<file path="src/rtl/otp_pkg.sv">
`timescale 1ns/1ps
package otp_pkg;

    parameter int CNT_W       = 3;
    parameter int N_SLOTS     = 6;
    parameter int PURP_W      = 4;
    parameter int KEY_PURPOSE = 4;
    parameter int DIS_W       = 3;
    parameter int MASK_W      = 8;
    parameter int FSEL_W      = 4;
    parameter int RD_W        = 8;

    localparam int SLOT_W   = $clog2(N_SLOTS);
    localparam int WP_W     = N_SLOTS + 2;
    localparam int FL_W     = $clog2(CNT_W + 1);
    localparam int WP_CNT   = 0;
    localparam int WP_KP0   = 1;
    localparam int WP_DIS   = N_SLOTS + 1;
    localparam int DIS_MANUAL = 0;

    localparam logic [FSEL_W-1:0] FSEL_CNT = FSEL_W'(0);
    localparam logic [FSEL_W-1:0] FSEL_ADV = FSEL_W'(1);
    localparam int                FSEL_KP0 = 2;
    localparam logic [FSEL_W-1:0] FSEL_DIS = FSEL_W'(FSEL_KP0 + N_SLOTS);
    localparam logic [FSEL_W-1:0] FSEL_WP  = FSEL_W'(FSEL_KP0 + N_SLOTS + 1);
    localparam logic [FSEL_W-1:0] FSEL_RP  = FSEL_W'(FSEL_KP0 + N_SLOTS + 2);

    typedef logic [N_SLOTS-1:0][PURP_W-1:0] purpose_arr_t;

    typedef struct packed {
        logic [CNT_W-1:0]   cnt;
        purpose_arr_t       kp;
        logic [DIS_W-1:0]   dis;
        logic [WP_W-1:0]    wp;
        logic [N_SLOTS-1:0] rp;
    } fuse_state_t;

    typedef struct packed {
        logic [FSEL_W-1:0] sel;
        logic [MASK_W-1:0] mask;
    } burn_req_t;

    function automatic logic [CNT_W-1:0] lowest_clear(input logic [CNT_W-1:0] c);
        logic [CNT_W-1:0] r;
        r = '0;
        for (int i = CNT_W - 1; i >= 0; i--) begin
            if (!c[i]) r = CNT_W'(1) << i;
        end
        return r;
    endfunction

    function automatic logic [FL_W-1:0] plain_left(input logic [CNT_W-1:0] c);
        int top;
        top = -1;
        for (int i = 0; i < CNT_W; i++) begin
            if (c[i]) top = i;
        end
        return FL_W'((CNT_W - 1 - top) / 2);
    endfunction

endpackage

</file>
<file path="src/rtl/otp_fuse_bank.sv">
`timescale 1ns/1ps
module otp_fuse_bank
    import otp_pkg::*;
(
    input  logic              clk,
    input  logic              rst,
    input  logic              burn_stb,
    input  logic [FSEL_W-1:0] burn_sel,
    input  logic [MASK_W-1:0] burn_mask,
    output logic              busy,
    output fuse_state_t       fuses
);

    burn_req_t   pend_q;
    logic        pend_v_q;
    fuse_state_t fuse_q;
    fuse_state_t fuse_d;
    logic        accept;

    assign accept = burn_stb && !pend_v_q;

    always_ff @(posedge clk) begin
        if (rst) begin
            pend_v_q <= 1'b0;
            pend_q   <= '0;
        end else begin
            pend_v_q <= accept;
            if (accept) begin
                pend_q.sel  <= burn_sel;
                pend_q.mask <= burn_mask;
            end
        end
    end

    always_comb begin
        fuse_d = fuse_q;
        if (pend_v_q) begin
            if (pend_q.sel == FSEL_CNT && !fuse_q.wp[WP_CNT]) begin
                fuse_d.cnt = fuse_q.cnt | pend_q.mask[CNT_W-1:0];
            end
            if (pend_q.sel == FSEL_ADV && !fuse_q.wp[WP_CNT]) begin
                fuse_d.cnt = fuse_q.cnt | lowest_clear(fuse_q.cnt);
            end
            for (int i = 0; i < N_SLOTS; i++) begin
                if (pend_q.sel == FSEL_W'(FSEL_KP0 + i) && !fuse_q.wp[WP_KP0 + i]) begin
                    fuse_d.kp[i] = fuse_q.kp[i] | pend_q.mask[PURP_W-1:0];
                end
            end
            if (pend_q.sel == FSEL_DIS && !fuse_q.wp[WP_DIS]) begin
                fuse_d.dis = fuse_q.dis | pend_q.mask[DIS_W-1:0];
            end
            if (pend_q.sel == FSEL_WP) begin
                fuse_d.wp = fuse_q.wp | pend_q.mask[WP_W-1:0];
            end
            if (pend_q.sel == FSEL_RP) begin
                fuse_d.rp = fuse_q.rp | pend_q.mask[N_SLOTS-1:0];
            end
        end
    end

    always_ff @(posedge clk) begin
        if (rst) fuse_q <= '0;
        else     fuse_q <= fuse_d;
    end

    assign busy  = pend_v_q;
    assign fuses = fuse_q;

endmodule

</file>
<file path="src/rtl/otp_key_select.sv">
`timescale 1ns/1ps
module otp_key_select
    import otp_pkg::*;
(
    input  purpose_arr_t      kp,
    output logic [SLOT_W-1:0] slot,
    output logic              valid
);

    logic [N_SLOTS-1:0] hit;

    for (genvar g = 0; g < N_SLOTS; g++) begin : g_match
        assign hit[g] = (kp[g] == PURP_W'(KEY_PURPOSE));
    end

    always_comb begin
        slot  = '0;
        valid = |hit;
        for (int i = N_SLOTS - 1; i >= 0; i--) begin
            if (hit[i]) slot = SLOT_W'(i);
        end
    end

endmodule

</file>
<file path="src/rtl/otp_crypt_status.sv">
`timescale 1ns/1ps
module otp_crypt_status
    import otp_pkg::*;
(
    input  logic [CNT_W-1:0] cnt,
    input  logic             cnt_locked,
    input  logic             manual_dis,
    input  logic             dl_mode,
    output logic             enc_en,
    output logic [FL_W-1:0]  flashes_left
);

    logic odd;

    assign odd          = ^cnt;
    assign enc_en       = odd && !(manual_dis && dl_mode);
    assign flashes_left = cnt_locked ? '0 : plain_left(cnt);

endmodule

</file>
<file path="src/rtl/otp_crypt_ctrl.sv">
`timescale 1ns/1ps
module otp_crypt_ctrl
    import otp_pkg::*;
(
    input  logic              clk,
    input  logic              rst,
    input  logic              burn_stb,
    input  logic [FSEL_W-1:0] burn_sel,
    input  logic [MASK_W-1:0] burn_mask,
    input  logic [FSEL_W-1:0] rd_sel,
    output logic [RD_W-1:0]   rd_data,
    input  logic              dl_mode,
    output logic              busy,
    output logic              enc_en,
    output logic [SLOT_W-1:0] key_slot,
    output logic              key_valid,
    output logic [FL_W-1:0]   flashes_left,
    output logic              dl_crypt_blocked
);

    fuse_state_t fuses;

    otp_fuse_bank u_bank (
        .clk       (clk),
        .rst       (rst),
        .burn_stb  (burn_stb),
        .burn_sel  (burn_sel),
        .burn_mask (burn_mask),
        .busy      (busy),
        .fuses     (fuses)
    );

    otp_key_select u_ksel (
        .kp    (fuses.kp),
        .slot  (key_slot),
        .valid (key_valid)
    );

    otp_crypt_status u_stat (
        .cnt          (fuses.cnt),
        .cnt_locked   (fuses.wp[WP_CNT]),
        .manual_dis   (fuses.dis[DIS_MANUAL]),
        .dl_mode      (dl_mode),
        .enc_en       (enc_en),
        .flashes_left (flashes_left)
    );

    assign dl_crypt_blocked = fuses.dis[DIS_MANUAL];

    always_comb begin
        rd_data = '0;
        if (rd_sel == FSEL_CNT || rd_sel == FSEL_ADV) rd_data[CNT_W-1:0] = fuses.cnt;
        for (int i = 0; i < N_SLOTS; i++) begin
            if (rd_sel == FSEL_W'(FSEL_KP0 + i) && !fuses.rp[i]) begin
                rd_data[PURP_W-1:0] = fuses.kp[i];
            end
        end
        if (rd_sel == FSEL_DIS) rd_data[DIS_W-1:0]   = fuses.dis;
        if (rd_sel == FSEL_WP)  rd_data[WP_W-1:0]    = fuses.wp;
        if (rd_sel == FSEL_RP)  rd_data[N_SLOTS-1:0] = fuses.rp;
    end

endmodule

</file>
<file path="config.mk">
export PLATFORM = sky130hd
export DESIGN_NAME = otp_crypt_ctrl
export DESIGN_NICKNAME = d
export VERILOG_FILES = /design/src/rtl/otp_pkg.sv /design/src/rtl/otp_fuse_bank.sv /design/src/rtl/otp_key_select.sv /design/src/rtl/otp_crypt_status.sv /design/src/rtl/otp_crypt_ctrl.sv
export SDC_FILE = /design/constraint.sdc
export NUM_CORES = 1
export LEC_CHECK = 0
export BUFFER_PORTS_ARGS = -buffer_cell sky130_fd_sc_hd__clkbuf_2
export CAP_MARGIN = 20
export CELL_PAD_IN_SITES_DETAIL_PLACEMENT = 1
export CELL_PAD_IN_SITES_GLOBAL_PLACEMENT = 2
export CORE_MARGIN = 8
export CORE_UTILIZATION = 25
export CTS_CLUSTER_DIAMETER = 120
export DETAILED_ROUTE_END_ITERATION = 10
export GPL_ROUTABILITY_DRIVEN = 1
export GPL_TIMING_DRIVEN = 0
export PLACE_DENSITY_LB_ADDON = 0.2
export SLEW_MARGIN = 10
export SYNTH_ARGS = -nofsm -noshare
export SYNTH_HDL_FRONTEND = slang
export SYNTH_SLANG_ARGS = --single-unit
export TNS_END_PERCENT = 100
</file>
<file path="constraint.sdc">
create_clock -name clk -period 2.1 [get_ports clk]
set_clock_uncertainty 0.1 [all_clocks]
set_input_delay 0.21 -clock clk [delete_from_list [all_inputs] [get_ports clk]]
set_output_delay 0.21 -clock clk [all_outputs]
set_load 0.01 [all_outputs]
</file>
==> summary.txt, run 1 <==
Status
  – Status: finished with violations
  – Failing checks: negative setup slack

Routing
  – Vias: 2651
  – Routed length per instance: 18.08 um
  – 1st-iter DRT viols: 137
  – Routed Antenna Nets: 0
  – Via density: 4.846
  – Drt pass-1 iters: 4
  – Total length of routed wires: 9892 um
  – DRC violations left: 0

Place
  – Placed cell area: 3060 um2
  – DP HPWL: 7131 um
  – Dpl ws: -17.01 ps
  – Placer congestion estimate: 0.8240
  – PortBufs: 35

Yosys
  – Asr flop ratio synth: 0
  – Number of synthesized flops with an enable pin: 0
  – Synth Instances: 339
  – Yosys cell types: 52
  – Seq cells post-synth: 57
  – Avg Cell Area, Syn: 7.994 um2
  – Synth Cell Area: 2710 um2
  – Syn nets: 363
  – Sequential-to-total area share from yosys stat: 0.4211
  – Synth warn: 0
  – Primary FF master, synth: dfxtp_1

STA
  – Worst slew pin tran: 877.5 ps
  – RSZ-0062 raised after global routing: true
  – Fin. max-slew vios: 0
  – Minimum clock period: 2171 ps
  – Hold Violations, Final: 0
  – Final Worst Setup Slack: -70.63 ps
  – Final setup viols: 3
  – Slew HR: 0.4137
  – Fmax: 0.4607 GHz
  – Final worst-path cycle share: 1.034

Finish
  – Fillers: 1285
  – Final nets: 426
  – Commonest non-fill, non-tap cell in the layout: a21oi_1
  – Fin util: 0.3423
  – Post-route design area: 3662 um2
  – Area Growth Syn to Fin: 35.13%
  – # diodes: 0
  – Most frequent cells in the layout: a21oi_1 (61), nor2_1 (58), dfxtp_1 (48)
  – Share of cells above drive strength 1: 0.2604

Setup path
  – Buf/Inv on CP: 3
  – Crit path cell chain: inv_4 > ha_4 > or2_4 > ha_4 > inv_2 > ha_4 > nor2b_4 > buf_6
  – Reg2Reg Launch Point: u_bank.pend_q[11]
  – CP dominant cell by count: ha_4
  – Top cell family by delay on the critical path: adder cells
  – CP max-delay cell: dfxtp_2
  – Worst path max stage delay: 360 ps
  – CP endpoint kind: primary output
  – CP Data Arrival Time: 1860 ps
  – Reg2reg path depth: 5
  – Crit Path Category: reg -> out
  – Worst Setup SP: u_bank.fuses[42]
  – Critical path startpoint category: flop
  – R2R Path End: u_bank.fuses[38]
  – CP required: 1790 ps
  – Worst Path Max Fanout: 3
  – R2r setup slk: 180 ps

Hold path
  – Hold path endpoint: u_bank.pend_q[9]
  – HP Class: in -> reg
  – Hold-critical path depth: 4
  – HP Start: burn_stb

Clock tree
  – Inserted Clock Buffers: 9
  – CTS tree: done
  – Worst-Skew Late Latency: 350 ps
  – Clock Pin Slew Worst Setup and Hold Paths: 80 ps
  – Clk sinks: 57
  – Root buf cell: clkbuf_8
  – Clk buf depth: 2
  – Number of H-tree levels: 3

Floorplanning
  – # rows: 38
  – Starting Density: 0.2533
  – Die height: 120.1 um
  – Core Region: 10700 um2
  – Die Width: 120.1 um
  – Die area: 14430 um2
  – # IOs: 37

GRT
  – Tot GR Track Use: 0.1419
  – Vias in the first global route: 2786
  – Antenna violations before repair: 0
  – Largest net degree at the start of global routing: 12
  – Overflow after GRT: 0
  – Global-route wire length before repair: 15660 um

Flow run
  – MaxCap Viol Count: 0

Pwr
  – Power density cells: 670.3 nW/um2
  – Leakage: 0.001368 uW
  – Total power: 2455 uW
  – Worst vdd ir: 0.0003095 V
-- final cells by class --
type | instances | area, um2 | area share
well taps | 140 | 175.2 | 0.04783
plain buffers | 19 | 100.1 | 0.02733
inverters | 6 | 27.53 | 0.007516
clock inverters | 6 | 67.56 | 0.01845
repair buffers | 52 | 342.8 | 0.09361
multi-input cells | 257 | 1657 | 0.4523
flip-flops and latches | 57 | 1165 | 0.3181
clock buffers | 10 | 127.6 | 0.03485
-- sequential cells by signal, indices dropped and copies added (netlist names) --
register / count
u_bank.pend_q: 12
u_bank.fuses: 44
u_bank.busy: 1
-- cells in the mapped netlist (all sizes together), types with 2 or more instances --
library cell	number	area, um2
o21ai	8	40.04
nor4bb	2	20.02
nor3	4	20.02
clkbuf	12	45.04
o22ai	4	25.02
nor4b	5	50.04
nand3b	3	22.52
nand4b	2	17.52
nand3	4	20.02
nor2	59	221.5
and2b	2	15.01
or2b	2	15.01
nor4	7	50.05
buf	7	55.05
nor3b	4	30.03
dfxtp	57	1141
a21oi	61	305.3
inv	6	22.52
nand2b	5	46.30
a2bb2oi	2	17.52
a22oi	2	15.01
o2bb2ai	2	17.52
nand2	32	120.1
or2	2	12.51
and3	2	12.51
o21a	2	15.01
nor2b	12	77.58
o31ai	2	15.01
mux2i	3	30.03
ha	4	50.05
or4b	2	23.77
a31oi	6	37.54
-- power by group --
| group | internal, uW | switching [uW] | total, uW |
|---|---|---|---|
| clock network | 552 | 493 | 1040 |
| registers | 1090 | 14.0 | 1110 |
| logic | 131 | 173 | 304 |
| total | 1780 | 680 | 2450 |
-- tightest hold or removal path: stages --
cell      delay, ps
clkbuf_2         90
nand2b_1        100
nand2_1          80
a21oi_1          50
-- layer usage --
metal  part of all wire  routed length [um]  track usage
met1               0.47                4626       0.1851
met2               0.47                4681       0.2256
met3              0.045                 441      0.03570
met4              0.014                 143      0.04294
met5                  0                   0            0
-- per-stage QoR --
| stage | hold slack [ps] | std cells | TNS [ps] |
|---|---|---|---|
| 3_5_place_dp | 340.4 | 514 | -17.01 |
| 5_1_grt | 136.9 | 547 | -426.2 |
| 6_report | 123.1 | 547 | -117.1 |
| 3_3_place_gp | 333.3 | 514 | -2.625 |
| 4_1_cts | 106.5 | 545 | -162.9 |
| 2_1_floorplan | 246.0 | 339 | 0 |
-- cells by family after synthesis --
family / synth area share
XOR/XNOR: 0.006465
buffers and inverters: 0.04524
other: 0.001384
flip-flops: 0.4211
adder cells (fa/ha/maj): 0.01847
AO/OA/AOI/OAI: 0.2022
AND/OR/NAND/NOR: 0.2941
multiplexers: 0.01108
-- how the worst max path moves through the flow --
stage / end / slack [ps] / cells after the start
after CTS: flashes_left[0] / -100 / 8
after detailed placement: flashes_left[0] / -20 / 8
after global routing: flashes_left[0] / -150 / 8
final: flashes_left[0] / -70 / 8
after floorplan: flashes_left[0] / 260 / 7
after global placement: flashes_left[0] / -3 / 8
-- what timing repair did --
item	CTS	global route
pin swaps	4	13
setup endpoints to repair	6	9
setup buffers	3	2
resized for setup	22	38
hold buffers	12	0
hold endpoints to repair	12	0
No activity file was read; power rests on OpenSTA's default activity.
==> run 2: changes to the inputs <==
- PLACE_DENSITY_LB_ADDON: 0.2 -> 0.1
==> run 2 against run 1 <==
Against the previous run: the flow still finishes with violations (negative setup slack); first-iteration DRC count is 11% higher; global-route usage is 0.34 points higher; worst setup slack better by 1.6 ps; flip-flop and latch count stayed put; sequential share of layout area is 0.088 points higher; final area is 1.0% lower; combinational power hardly changed; cell count is 0.18% higher; register-to-register slack hardly changed; clock-buffer cell count is 3 higher; die area stayed put.
==> summary.txt, run 2 (synthesis results as in run 1) <==
Status
  – Status: finished with violations
  – Failing checks: negative setup slack

Clock tree
  – Root buf cell: clkbuf_8
  – Clk sinks: 57 (unchanged)
  – Inserted Clock Buffers: 9 (unchanged)
  – Clk buf depth: 2 (unchanged)
  – Clock Pin Slew Worst Setup and Hold Paths: 70 ps (about the same)
  – Number of H-tree levels: 3 (unchanged)
  – CTS tree: done
  – Worst-Skew Late Latency: 340 ps (about the same)

STA
  – RSZ-0062 raised after global routing: true
  – Hold Violations, Final: 0 (unchanged)
  – Fin. max-slew vios: 0 (unchanged)
  – Worst slew pin tran: 950.3 ps (+72.81 ps)
  – Minimum clock period: 2169 ps (-1.629 ps)
  – Final worst-path cycle share: 1.033 (about the same)
  – Slew HR: 0.3651 (-0.04864)
  – Final Worst Setup Slack: -69.01 ps (+1.629 ps)
  – Final setup TNS: -69.01 ps (+48.09 ps)
  – Final setup viols: 1 (-2)
  – Fmax: 0.4610 GHz (about the same)

Setup path
  – Worst path max stage delay: 330 ps (-30 ps)
  – Top cell family by delay on the critical path: adder cells
  – Crit path cell chain: inv_2 > ha_4 > or2_4 > ha_4 > inv_2 > ha_4 > nor2b_4 > buf_6
  – CP max-delay cell: dfxtp_2
  – CP endpoint kind: primary output
  – Critical path startpoint category: flop
  – Buf/Inv on CP: 3 (unchanged)
  – CP Data Arrival Time: 1860 ps (about the same)
  – Crit Path Category: reg -> out
  – CP dominant cell by count: ha_4
  – CP required: 1790 ps (about the same)
  – Worst Path Max Fanout: 3 (unchanged)

Finish
  – Post-Layout Cell Count: 548 (+0.18%)
  – Commonest non-fill, non-tap cell in the layout: a21oi_1
  – Most frequent cells in the layout: a21oi_1 (61), nor2_1 (58), dfxtp_1 (49)
  – Max FFs per register: 44 (unchanged)
  – Area Growth Syn to Fin: 33.75%
  – Share of cells above drive strength 1: 0.2475 (-0.01289)
  – # diodes: 0 (unchanged)
  – Final nets: 428 (+0.47%)

Routing
  – Met2 Wirelength: 4697 um (+0.34%)
  – Vias: 2693 (+1.6%)
  – Top sig layer: met4
  – Total length of routed wires: 10150 um (+2.6%)
  – Routed Antenna Nets: 0 (unchanged)
  – Via density: 4.914 (+1.4%)
  – Routed length per instance: 18.52 um (+2.4%)
  – 1st-iter DRT viols: 152 (+11%)
  – Met1 Routed Length: 4955 um (+7.1%)
  – Drt pass-1 iters: 4 (unchanged)
  – DRC violations left: 0 (unchanged)
  – DR WL met3: 357 um (-19%)

Floorplanning
  – # rows: 38 (unchanged)
  – Die Width: 120.1 um (unchanged)
  – Starting Density: 0.2533 (unchanged)
  – Core Region: 10700 um2 (unchanged)
  – # IOs: 37 (unchanged)
  – Die area: 14430 um2 (unchanged)
  – Die height: 120.1 um (unchanged)

GRT
  – Global-route wire length before repair: 15950 um (+1.8%)
  – Largest net degree at the start of global routing: 11 (-1)
  – Vias in the first global route: 2772 (-0.50%)
  – Antenna violations before repair: 0 (unchanged)
  – Tot GR Track Use: 0.1452 (+0.003359)
  – Overflow after GRT: 0 (unchanged)

Hold path
  – HP Class: in -> reg

Place
  – Placer congestion estimate: 0.7677 (-6.8%)
  – Placed insts: 514 (unchanged)
  – DP HPWL: 7420 um (+4.1%)
  – PortBufs: 35 (unchanged)

Pwr
  – Power density cells: 702.8 nW/um2 (+4.8%)
  – Worst vdd ir: 0.0002211 V (-29%)
  – Leakage: 0.001378 uW (+0.73%)

Flow run
  – MaxCap Viol Count: 0 (unchanged)
==> run 2: final cells by class <==
class	count	area, um2
fillers	1310	7073
clock buffers	13	178.9
inverters	6	22.52
well taps	140	175.2
clock inverters	2	35.03
flip-flops and latches	57	1156
plain buffers	19	102.6
repair buffers	54	354.1
multi-input cells	257	1600
==> run 2: final timing paths <==
| check | start | end | slack, ps | depth (start not counted) |
|---|---|---|---|---|
| hold / removal | burn_stb | u_bank.pend_q[10] | 130 | 4 |
| hold reg to reg | u_bank.pend_q[7] | u_bank.pend_q[7] | 360 | 2 |
| setup reg to reg | u_bank.pend_q[10] | u_bank.fuses[1] | 190 | 4 |
| setup / recovery | u_bank.fuses[42] | flashes_left[0] | -70 | 8 |
==> run 2: where the power goes <==
part / leakage, uW / switching (uW) / internal, uW
Sequential: 0.000466 / 12.4 / 1100
Combinational: 0.000800 / 172 / 129
Clock: 0.000112 / 469 / 670
Total: 0.00138 / 653 / 1890
==> run 2: layer usage <==
layer / vias to the layer above / GRT usage
li1: 1329 / -
met1: 1300 / 0.1935
met2: 52 / 0.2256
met3: 12 / 0.02630
met4: 0 / 0.06167
met5: - / 0
==> run 2: worst register-to-register path, cell delays in order (launching register included) <==
cell	delay, ps
dfxtp_1	370
nand3b_1	220
nor3b_1	810
a21oi_1	220
nor2_1	120
==> run 2: timing repair <==
action	4_1_cts	5_1_grt
setup endpoints to repair	6	8
pin swaps	4	10
hold endpoints to repair	12	0
buffers inserted	5	2
hold buffers	12	0
gates resized for setup	22	23
==> run 2: stage by stage <==
| step | cell area [um2] | utilization | setup slack (ps) | hold slack, ps | total power [uW] |
|---|---|---|---|---|---|
| 5_1_grt | 3625 | 0.3388 | -120.1 | 156.9 | 2657 |
| 6_report | 3625 | 0.3388 | -69.01 | 127.2 | 2547 |
| 2_1_floorplan | 2710 | - | 264.0 | 246.0 | 1288 |
| 3_5_place_dp | 3060 | 0.2861 | 23.10 | 339.9 | 1389 |
| 4_1_cts | 3522 | 0.3292 | -87.28 | 124.1 | 2560 |
| 3_3_place_gp | 3060 | 0.2861 | 17.77 | 332.3 | 1387 |
==> run 3: changes to the inputs <==
- HOLD_SLACK_MARGIN: default -> 0.12
- RECOVER_POWER: default -> 50
==> run 3 against run 2 <==
Against the previous run: the run still ends with negative setup slack left; total power about the same; critical path type unchanged; flip-flop and latch count unchanged; wire length about the same.
==> summary.txt, run 3 (synthesis results as in run 1) <==
Routing
  – Routed Antenna Nets: 0 (unchanged)
  – DRC violations left: 0 (unchanged)
  – 1st-iter DRT viols: 152 (unchanged)
  – Vias: 2693 (unchanged)
  – Drt pass-1 iters: 4 (unchanged)
  – Routed length per instance: 18.52 um (about the same)
  – Total length of routed wires: 10150 um (about the same)
  – Via density: 4.914 (unchanged)

STA
  – Slew HR: 0.3636 (-0.001434)
  – Worst slew pin tran: 952.5 ps (+2.146 ps)
  – Final setup viols: 1 (unchanged)
  – Final Worst Setup Slack: -69.09 ps (-0.08750 ps)
  – Fmax: 0.4610 GHz (about the same)
  – WHS: 127.1 ps (-0.1500 ps)
  – Hold Violations, Final: 0 (unchanged)
  – Fin. max-slew vios: 0 (unchanged)
  – Minimum clock period: 2169 ps (+0.08750 ps)
  – Final worst-path cycle share: 1.033 (about the same)
  – RSZ-0062 raised after global routing: true

Finish
  – # diodes: 0 (unchanged)
  – Area Growth Syn to Fin: 33.56%
  – Post-route design area: 3620 um2 (-0.14%)
  – Share of cells above drive strength 1: 0.2377 (-0.009804)
  – Most frequent cells in the layout: a21oi_1 (61), nor2_1 (58), dfxtp_1 (49)
  – Final nets: 428 (unchanged)
  – Post-Layout Cell Count: 548 (unchanged)
  – Commonest non-fill, non-tap cell in the layout: a21oi_1
  – Fin util: 0.3384 (-0.0004670)
  – Max FFs per register: 44 (unchanged)

Setup path
  – Critical path startpoint category: flop
  – Crit path cell chain: inv_2 > ha_4 > or2_4 > ha_4 > inv_2 > ha_4 > nor2b_4 > buf_6
  – CP dominant cell by count: ha_4
  – Number of cells on the critical path: 8 (unchanged)
  – Worst Path Max Fanout: 3 (unchanged)
  – Worst Setup SP: u_bank.fuses[42]
  – Critical path endpoint: flashes_left[0]
  – Crit Path Category: reg -> out
  – CP max-delay cell: dfxtp_2
  – CP Data Arrival Time: 1860 ps (about the same)
  – Top cell family by delay on the critical path: adder cells
  – R2r setup slk: 190 ps (about the same)
  – Worst path max stage delay: 330 ps (about the same)
  – R2R Path End: u_bank.fuses[1]
  – Buf/Inv on CP: 3 (unchanged)
  – CP endpoint kind: primary output
  – CP required: 1790 ps (about the same)
  – Reg2Reg Launch Point: u_bank.pend_q[10]
  – Reg2reg path depth: 4 (unchanged)

GRT
  – Tot GR Track Use: 0.1452 (unchanged)
  – Antenna violations before repair: 0 (unchanged)
  – Overflow after GRT: 0 (unchanged)
  – Vias in the first global route: 2772 (unchanged)
  – Global-route wire length before repair: 15950 um (unchanged)
  – Largest net degree at the start of global routing: 11 (unchanged)

Floorplanning
  – Die Width: 120.1 um (unchanged)
  – # IOs: 37 (unchanged)
  – Core Region: 10700 um2 (unchanged)
  – Die area: 14430 um2 (unchanged)
  – Die height: 120.1 um (unchanged)
  – # rows: 38 (unchanged)
  – Starting Density: 0.2533 (unchanged)

Pwr
  – Power density cells: 703.5 nW/um2 (about the same)
  – Leakage: 0.001363 uW (-1.0%)
  – Total power: 2546 uW (about the same)
  – Worst vdd ir: 0.0002211 V (about the same)

Place
  – Placer congestion estimate: 0.7677 (unchanged)
  – PortBufs: 35 (unchanged)
  – DP HPWL: 7420 um (unchanged)
  – Placed insts: 514 (unchanged)
  – Placed cell area: 3060 um2 (unchanged)

Hold path
  – HP Class: in -> reg

Clock tree
  – CTS tree: done
  – Number of H-tree levels: 3 (unchanged)
  – Clk sinks: 57 (unchanged)
  – Clk buf depth: 2 (unchanged)
  – Inserted Clock Buffers: 9 (unchanged)
  – Root buf cell: clkbuf_8
  – Worst-Skew Late Latency: 340 ps (about the same)
  – Clock Pin Slew Worst Setup and Hold Paths: 70 ps (about the same)

Status
  – Status: finished with violations
  – Failing checks: negative setup slack

Flow run
  – MaxCap Viol Count: 0 (unchanged)
-- run 3: cell count changes in the layout (fill, tap and decap cells not counted) --
cell      before  now
buf_2          5    4
clkbuf_1      12   16
clkbuf_2      30   27
-- run 3: worst reg2reg max path: cells and delay by family (launching register included) --
family / cells / cell delay [ps]
AND/OR/NAND/NOR: 3 / 1150
flip-flops: 1 / 370
AO/OA/AOI/OAI: 1 / 220
-- run 3: how the worst min path moves through the flow --
| stage | start | endpoint | slack, ps | cells after the start |
|---|---|---|---|---|
| 6_report | burn_stb | u_bank.pend_q[10] | 130 | 4 |
| 5_1_grt | burn_stb | u_bank.pend_q[10] | 160 | 4 |
| 4_1_cts | burn_stb | u_bank.pend_q[10] | 120 | 4 |
| 3_5_place_dp | burn_mask[7] | u_bank.pend_q[7] | 340 | 3 |
| 3_3_place_gp | burn_mask[4] | u_bank.pend_q[4] | 330 | 3 |
| 2_1_floorplan | burn_mask[6] | u_bank.pend_q[6] | 250 | 2 |
-- run 3: repair_timing --
| action | in CTS | in global routing |
|---|---|---|
| endpoints found under the setup margin | 6 | 8 |
| buffers inserted | 5 | 2 |
| gates resized for setup | 22 | 23 |
| pin swaps | 4 | 10 |
| hold endpoints to repair | 12 | 0 |
| hold buffers | 12 | 0 |
-- run 3: per-stage QoR --
step                      TNS [ps]  worst slack, ps
after floorplan                  0            264.0
after global placement           0            17.77
after detailed placement         0            23.10
after CTS                   -95.45           -87.28
after global routing        -318.4           -120.1
final                       -69.09           -69.09
-- run 3: where the power goes --
group | internal [uW] | total [uW] | leakage (uW) | switching [uW]
sequential | 1100 | 1110 | 0.000466 | 12.5
combinational | 128 | 300 | 0.000786 | 172
clock | 670 | 1140 | 0.000112 | 468
total | 1890 | 2550 | 0.00136 | 653
-- run 3: per-layer routing --
layer  routed length [um]  track usage  share of wire  up-vias
met2                 4700       0.2256           0.46       52
met3                  362      0.02630          0.036       12
met1                 4955       0.1935           0.49     1300
met4                  129      0.06167          0.013        0
met5                    0            0              0        -
li1                     -            -              -     1329
-- run 3: final cells by class --
type	count	area, um2
fillers	1313	7078
plain buffers	19	101.3
clock inverters	2	35.03
flip-flops and latches	57	1156
multi-input cells	257	1600
repair buffers	54	350.3
inverters	6	22.52
well taps	140	175.2
clock buffers	13	178.9
